===== config.mk =====
export PLATFORM = sky130hd
export DESIGN_NAME = spi_irq_unit
export DESIGN_NICKNAME = d
export VERILOG_FILES = /design/src/rtl/spi_irq_pkg.sv /design/src/rtl/spi_irq_enable_remap.sv /design/src/rtl/spi_irq_raw_status.sv /design/src/rtl/spi_irq_masked_status.sv /design/src/rtl/spi_irq_unit.sv
export SDC_FILE = /design/constraint.sdc
export NUM_CORES = 1
export LEC_CHECK = 0
export ABC_AREA = 1
export BUFFER_PORTS_ARGS = -buffer_cell sky130_fd_sc_hd__buf_2
export CAP_MARGIN = 10
export CORE_ASPECT_RATIO = 0.8
export CORE_UTILIZATION = 25
export CTS_BUF_LIST = sky130_fd_sc_hd__clkbuf_8
export CTS_CLUSTER_DIAMETER = 50
export DETAILED_ROUTE_END_ITERATION = 6
export PLACE_DENSITY = 0.85
export SKIP_LAST_GASP = 1
export SLEW_MARGIN = 5
export SYNTH_ARGS = -nofsm -noshare
export SYNTH_HDL_FRONTEND = slang
export SYNTH_HIERARCHICAL = 1
export SYNTH_SLANG_ARGS = --single-unit

===== constraint.sdc =====
create_clock -name clk -period 0.88 [get_ports clk]
set_input_delay 0.264 -clock clk [delete_from_list [all_inputs] [get_ports clk]]
set_output_delay 0.264 -clock clk [all_outputs]
set_load 0.02 [all_outputs]

===== src/rtl/spi_irq_pkg.sv =====
// Shared types for the SPI interrupt unit.
// Assumes exactly three interrupt sources at fixed raw positions.
package spi_irq_pkg;
    localparam int NSRC       = 3;
    localparam int SRC_TXDONE = 0;
    localparam int SRC_RXRDY  = 1;
    localparam int SRC_RXOVF  = 2;
    typedef logic [NSRC-1:0] src_vec_t;
endpackage


===== src/rtl/spi_irq_enable_remap.sv =====
// Picks the per-source enable bits out of the control word and places
// them on the raw-flag positions. Purely combinational.
// Assumes every enable position is below CTRL_W.
module spi_irq_enable_remap
    import spi_irq_pkg::*;
#(
    parameter int CTRL_W     = 32,
    parameter int EN_TX_BIT  = 5,
    parameter int EN_RX_BIT  = 4,
    parameter int EN_OVF_BIT = 6
) (
    input  logic [CTRL_W-1:0] ctrl_i,
    output src_vec_t          en_o
);
    localparam int POS [NSRC] = '{EN_TX_BIT, EN_RX_BIT, EN_OVF_BIT};

    // One wire per source: route its enable from the control word.
    for (genvar g = 0; g < NSRC; g++) begin : g_map
        assign en_o[g] = ctrl_i[POS[g]];
    end
endmodule


===== src/rtl/spi_irq_raw_status.sv =====
// Sticky raw event flags. A set pulse takes priority over a clear of
// the same bit. Also exports the next-state value for the masked stage.
module spi_irq_raw_status
    import spi_irq_pkg::*;
(
    input  logic     clk,
    input  logic     rst_n,
    input  src_vec_t set_i,
    input  src_vec_t clr_i,
    output src_vec_t raw_q,
    output src_vec_t raw_next
);
    // Next value: clears first, then sets, so that the set wins.
    always_comb begin
        raw_next = (raw_q & ~clr_i) | set_i;
    end

    // Flag register with synchronous reset.
    always_ff @(posedge clk) begin
        if (!rst_n) raw_q <= '0;
        else        raw_q <= raw_next;
    end
endmodule


===== src/rtl/spi_irq_masked_status.sv =====
// Sticky masked status. It accumulates enabled raw flags only in cycles
// with a register access, and only reset clears it. It also provides the
// read view, which folds in the current enabled raw flags.
module spi_irq_masked_status
    import spi_irq_pkg::*;
(
    input  logic     clk,
    input  logic     rst_n,
    input  logic     access_i,
    input  src_vec_t en_i,
    input  src_vec_t raw_q_i,
    input  src_vec_t raw_next_i,
    output src_vec_t mask_q,
    output src_vec_t mask_view_o
);
    // Read view: the stored value plus the enabled flags as they stand.
    always_comb begin
        mask_view_o = mask_q | (en_i & raw_q_i);
    end

    // OR-accumulate on an access; hold otherwise.
    always_ff @(posedge clk) begin
        if (!rst_n)        mask_q <= '0;
        else if (access_i) mask_q <= mask_q | (en_i & raw_next_i);
    end
endmodule


===== src/rtl/spi_irq_unit.sv =====
// Top of the SPI interrupt unit: address decode, write-one-to-clear,
// read multiplexer and the level interrupt. Read data is combinational.
// Assumes single-cycle strobes; a write and a read in the same cycle
// count as one access.
module spi_irq_unit
    import spi_irq_pkg::*;
#(
    parameter int DATA_W     = 32,
    parameter int ADDR_W     = 4,
    parameter int EN_TX_BIT  = 5,
    parameter int EN_RX_BIT  = 4,
    parameter int EN_OVF_BIT = 6,
    parameter int CLR_ADDR   = 3,
    parameter int MASK_ADDR  = 8,
    parameter int RAW_ADDR   = 9
) (
    input  logic              clk,
    input  logic              rst_n,
    input  logic [NSRC-1:0]   evt_set_i,
    input  logic [DATA_W-1:0] ctrl_word_i,
    input  logic              reg_wr_i,
    input  logic              reg_rd_i,
    input  logic [ADDR_W-1:0] reg_addr_i,
    input  logic [DATA_W-1:0] reg_wdata_i,
    output logic [DATA_W-1:0] reg_rdata_o,
    output logic              irq_o
);
    localparam logic [ADDR_W-1:0] A_CLR  = ADDR_W'(CLR_ADDR);
    localparam logic [ADDR_W-1:0] A_MASK = ADDR_W'(MASK_ADDR);
    localparam logic [ADDR_W-1:0] A_RAW  = ADDR_W'(RAW_ADDR);
    localparam int PAD_W = DATA_W - NSRC;

    src_vec_t en, clr, raw_q, raw_next, mask_q, mask_view;
    logic     access;

    // Decode the clear strobe and the access event.
    always_comb begin
        clr    = (reg_wr_i && reg_addr_i == A_CLR) ? reg_wdata_i[NSRC-1:0] : '0;
        access = reg_wr_i | reg_rd_i;
    end

    spi_irq_enable_remap #(
        .CTRL_W(DATA_W), .EN_TX_BIT(EN_TX_BIT),
        .EN_RX_BIT(EN_RX_BIT), .EN_OVF_BIT(EN_OVF_BIT)
    ) u_remap (
        .ctrl_i(ctrl_word_i), .en_o(en)
    );

    spi_irq_raw_status u_raw (
        .clk(clk), .rst_n(rst_n), .set_i(evt_set_i), .clr_i(clr),
        .raw_q(raw_q), .raw_next(raw_next)
    );

    spi_irq_masked_status u_mask (
        .clk(clk), .rst_n(rst_n), .access_i(access), .en_i(en),
        .raw_q_i(raw_q), .raw_next_i(raw_next),
        .mask_q(mask_q), .mask_view_o(mask_view)
    );

    // Read multiplexer: the two status views; everything else reads zero.
    always_comb begin
        reg_rdata_o = '0;
        if (reg_rd_i) begin
            if (reg_addr_i == A_RAW)       reg_rdata_o = {{PAD_W{1'b0}}, raw_q};
            else if (reg_addr_i == A_MASK) reg_rdata_o = {{PAD_W{1'b0}}, mask_view};
        end
    end

    // Level interrupt from the stored masked bits.
    always_comb begin
        irq_o = |mask_q;
    end
endmodule


==> key figures <==
Outcome
  – Status: finished, violations left
  – Failing checks: DRC, setup timing

Timing
  – RSZ-0062 raised after global routing: yes
  – Final cycle utilization of the critical path: 150%
  – Final setup viols: 9
  – Slew Limit Fails: 0
  – Final Hold Viols: 0
  – Fin Hold WS: about 0.30 ns
  – Skew final: a little over 0.0007 ns
  – Worst setup margin: -0.441 ns
  – Period minus WS final: around 1.3 ns
  – Max Freq: 0.757 GHz

Clock network
  – Later-pin clock latency in the skew report: ~0.22 ns
  – CTS HTree Levels: 1
  – Clock transition at path regs: around 0.030 ns
  – Clk root buf: clkbuf_8
  – Bufs on Longest Clock Path: 2
  – CTS buffer count: 3
  – CTS tree: yes
  – Sink Count: 6
  – Cts hold-fix bufs: 0

Drt
  – Residual DRC: 4
  – Via density: 3.70
  – Vias: around 560
  – Post-route ant nets: 0
  – Post-DR wirelength/cell: between 8 and 9 um
  – DRT iter0 DRCs: 29
  – DR pass1 iterations: 7
  – Routed WL: ~1300 um

Floorplanning
  – Initial core utilization: 27.3%
  – Top Ports: around 110
  – Die H: about 46 um
  – Core area: between 0.002 and 0.0025 mm2
  – # rows: 15
  – Full die area: 0.00265 mm2
  – Chip width: 57.3 um

Yosys
  – Gate count of the mapped netlist: 96
  – Sequential area share after synthesis: approximately a fifth
  – Top_reg_cell synth: dfxtp_1
  – Mean post-synth cell area: roughly 6.4 um2
  – Most frequent cell after synthesis: buf_4
  – Synth cell types: 12
  – Yosys top cell area share: roughly two fifths
  – Mapped Area: just over 600 um2
  – Commonest cells post-synth: buf_4 (32), inv_1 (17), nand2_1 (12), a21oi_1 (9), nand3_1 (9)
  – Register bit total from synthesis: 6
  – Number of synthesized flops with an enable pin: 0
  – Yosys warnings: 6
  – Top cell type by total area after synthesis: buf_4
  – Top area cells in the synthesized netlist: buf_4 (39%), dfxtp_1 (20%), inv_1 (10%)
  – Post-synth ARST share: 0%

Global route
  – First-pass GRT wire length: ~2000 um
  – Largest net degree at the start of global routing: 7
  – Overall routing resource usage: between 10% and 20%
  – Global route total overflow: 0
  – Vias in the first global route: 476
  – Initial antenna violation count: 0

Pwr
  – Lkg Pwr: around 0.47 nW
  – Clock network power share: between 30% and 40%
  – NetSw: between 0.0003 and 0.0004 W
  – Sw Ratio: between 30 and 40%
  – Seq pwr share: 28.7%
  – P_int: 0.000736 W
  – Comb pwr share: 35.2%
  – PD cells: around 1200 mW/mm2
  – Peak VDD IR: a little under 600 uV

Worst setup path
  – Worst Path Arrival: between 1 and 1.5 ns
  – Max stage delay cell, worst path: dfxtp_1
  – CP startpoint kind: flop
  – Worst r2r src: u_raw/raw_q[1]
  – Critical Path End: reg_rdata_o[2]
  – Critical setup path kind: flop to primary output
  – Crit-path cells: inv_1 > nand2_1 > nand3_2 > a21oi_4 > buf_6
  – CP max FO: 2
  – Critical path origin: u_mask/mask_q[2]
  – Worst r2r dst: u_mask/mask_q[1]
  – Worst r2r path cells: 5
  – Worst setup EP type: primary output
  – Critical Path Max Stage Delay: between 0.3 and 0.4 ns
  – FF-to-FF setup slack: 0.05 ns
  – WP data required: a little over 0.6 ns

Job
  – Max-Cap Viols: 0

Min path
  – Hold Path Class: primary input to flop

Cells and area
  – Area growth, synth to finish: 48.6%
  – Ant diodes: 0
  – NumNets Final: approximately 200
  – Layout cells sized above 1: between 50% and 60%

Placed design
  – Worst slack, placed: -0.440 ns
  – PortBufs: 20
  – DP HPWL: about 1100 um
  – GPL Wtd Cong: slightly above 0.8
[power groups by stage]
stage / Combinational (W) / Sequential, W / Clock, W
4_1_cts: 0.000364 / 0.000312 / 0.000412
6_report: 0.000385 / 0.000314 / 0.000395
2_1_floorplan: 0.000322 / 0.000310 / 0
5_1_grt: 0.000418 / 0.000316 / 0.000425
3_5_place_dp: 0.000322 / 0.000312 / 0
3_3_place_gp: 0.000320 / 0.000311 / 0
[through the flow]
| step | util [%] | std cells | setup TNS, ns | cell area [um2] | total power (W) |
|---|---|---|---|---|---|
| floorplan | - | 124 | -0.687 | 785 | 0.000632 |
| global placement | 33.3 | 146 | -2.88 | 743 | 0.000631 |
| detailed placement | 33.3 | 146 | -3.13 | 743 | 0.000634 |
| CTS | 38.9 | 151 | -2.07 | 870 | 0.00109 |
| global route | 40.6 | 151 | -2.62 | 907 | 0.00116 |
| finish | 40.6 | 151 | -2.09 | 907 | 0.00109 |
[cells by family (layout without fill, tap and decap cells)]
kind of cell | Yosys count | in the layout | share of synthesized area (%)
AOI/OAI and AO/OA | 9 | 9 | 7.38
buffers and inverters | 49 | 51 | 49.8
DFF | 6 | 6 | 19.7
and+or+nand+nor | 31 | 31 | 22.5
other | 1 | 29 | 0.614
[cell usage in the layout (no fill, tap or decap), drive strengths merged]
| master | Yosys | routed |
|---|---|---|
| nor2 | 7 | 7 |
| dfxtp | 6 | 6 |
| conb | 1 | 29 |
| or2 | 1 | 1 |
| nand4 | 1 | 1 |
| nand3 | 9 | 9 |
| buf | 32 | 31 |
| nand2 | 12 | 12 |
| clkbuf | 0 | 3 |
| inv | 17 | 17 |
| a21oi | 9 | 9 |
| or3 | 1 | 1 |
[routing by layer]
metal  track usage [%]  share of wire, %  vias up
li1                  -                 -      291
met1              13.4                44      239
met2              15.3                47       26
met3              3.09               8.1        2
met4              5.85              0.47        0
met5                 0                 0        -
[registers in the layout, indices dropped and copies added (netlist names)]
register,cells
u_mask/mask_q,3
u_raw/raw_q,3
[critical path, delay by kind of cell (launching register included)]
family	cells	cell delay (ns)
buf+inv	2	0.18
flops	1	0.32
simple gates	2	0.19
compound gates	1	0.14
[layout make-up]
cell class	count	area [um2]
clock buffer	3	41.3
fill	243	1330
inverter	17	63.8
multi-input combinational	69	408
sequential	6	126
tap	25	31.3
timing repair buffer	31	236
[timing repair]
action | 4_1_cts | 5_1_grt
gates resized for setup | 22 | 11
buffers inserted | 2 | 0
cloned | 0 | 0
pin swaps | 13 | 9
setup endpoints to repair | 7 | 10
[how the worst min path moves through the flow]
stage	start	to	slack (ns)	depth (start not counted)
final	evt_set_i[1]	u_raw/raw_q[1]	0.30	3
after global routing	evt_set_i[2]	u_raw/raw_q[2]	0.32	3
after CTS	evt_set_i[1]	u_raw/raw_q[1]	0.30	3
after detailed placement	u_mask/mask_q[0]	u_mask/mask_q[0]	0.47	2
after global placement	u_mask/mask_q[0]	u_mask/mask_q[0]	0.47	2
after floorplan	rst_n	u_mask/mask_q[0]	0.42	2
Power figures use the tool's default switching activity.
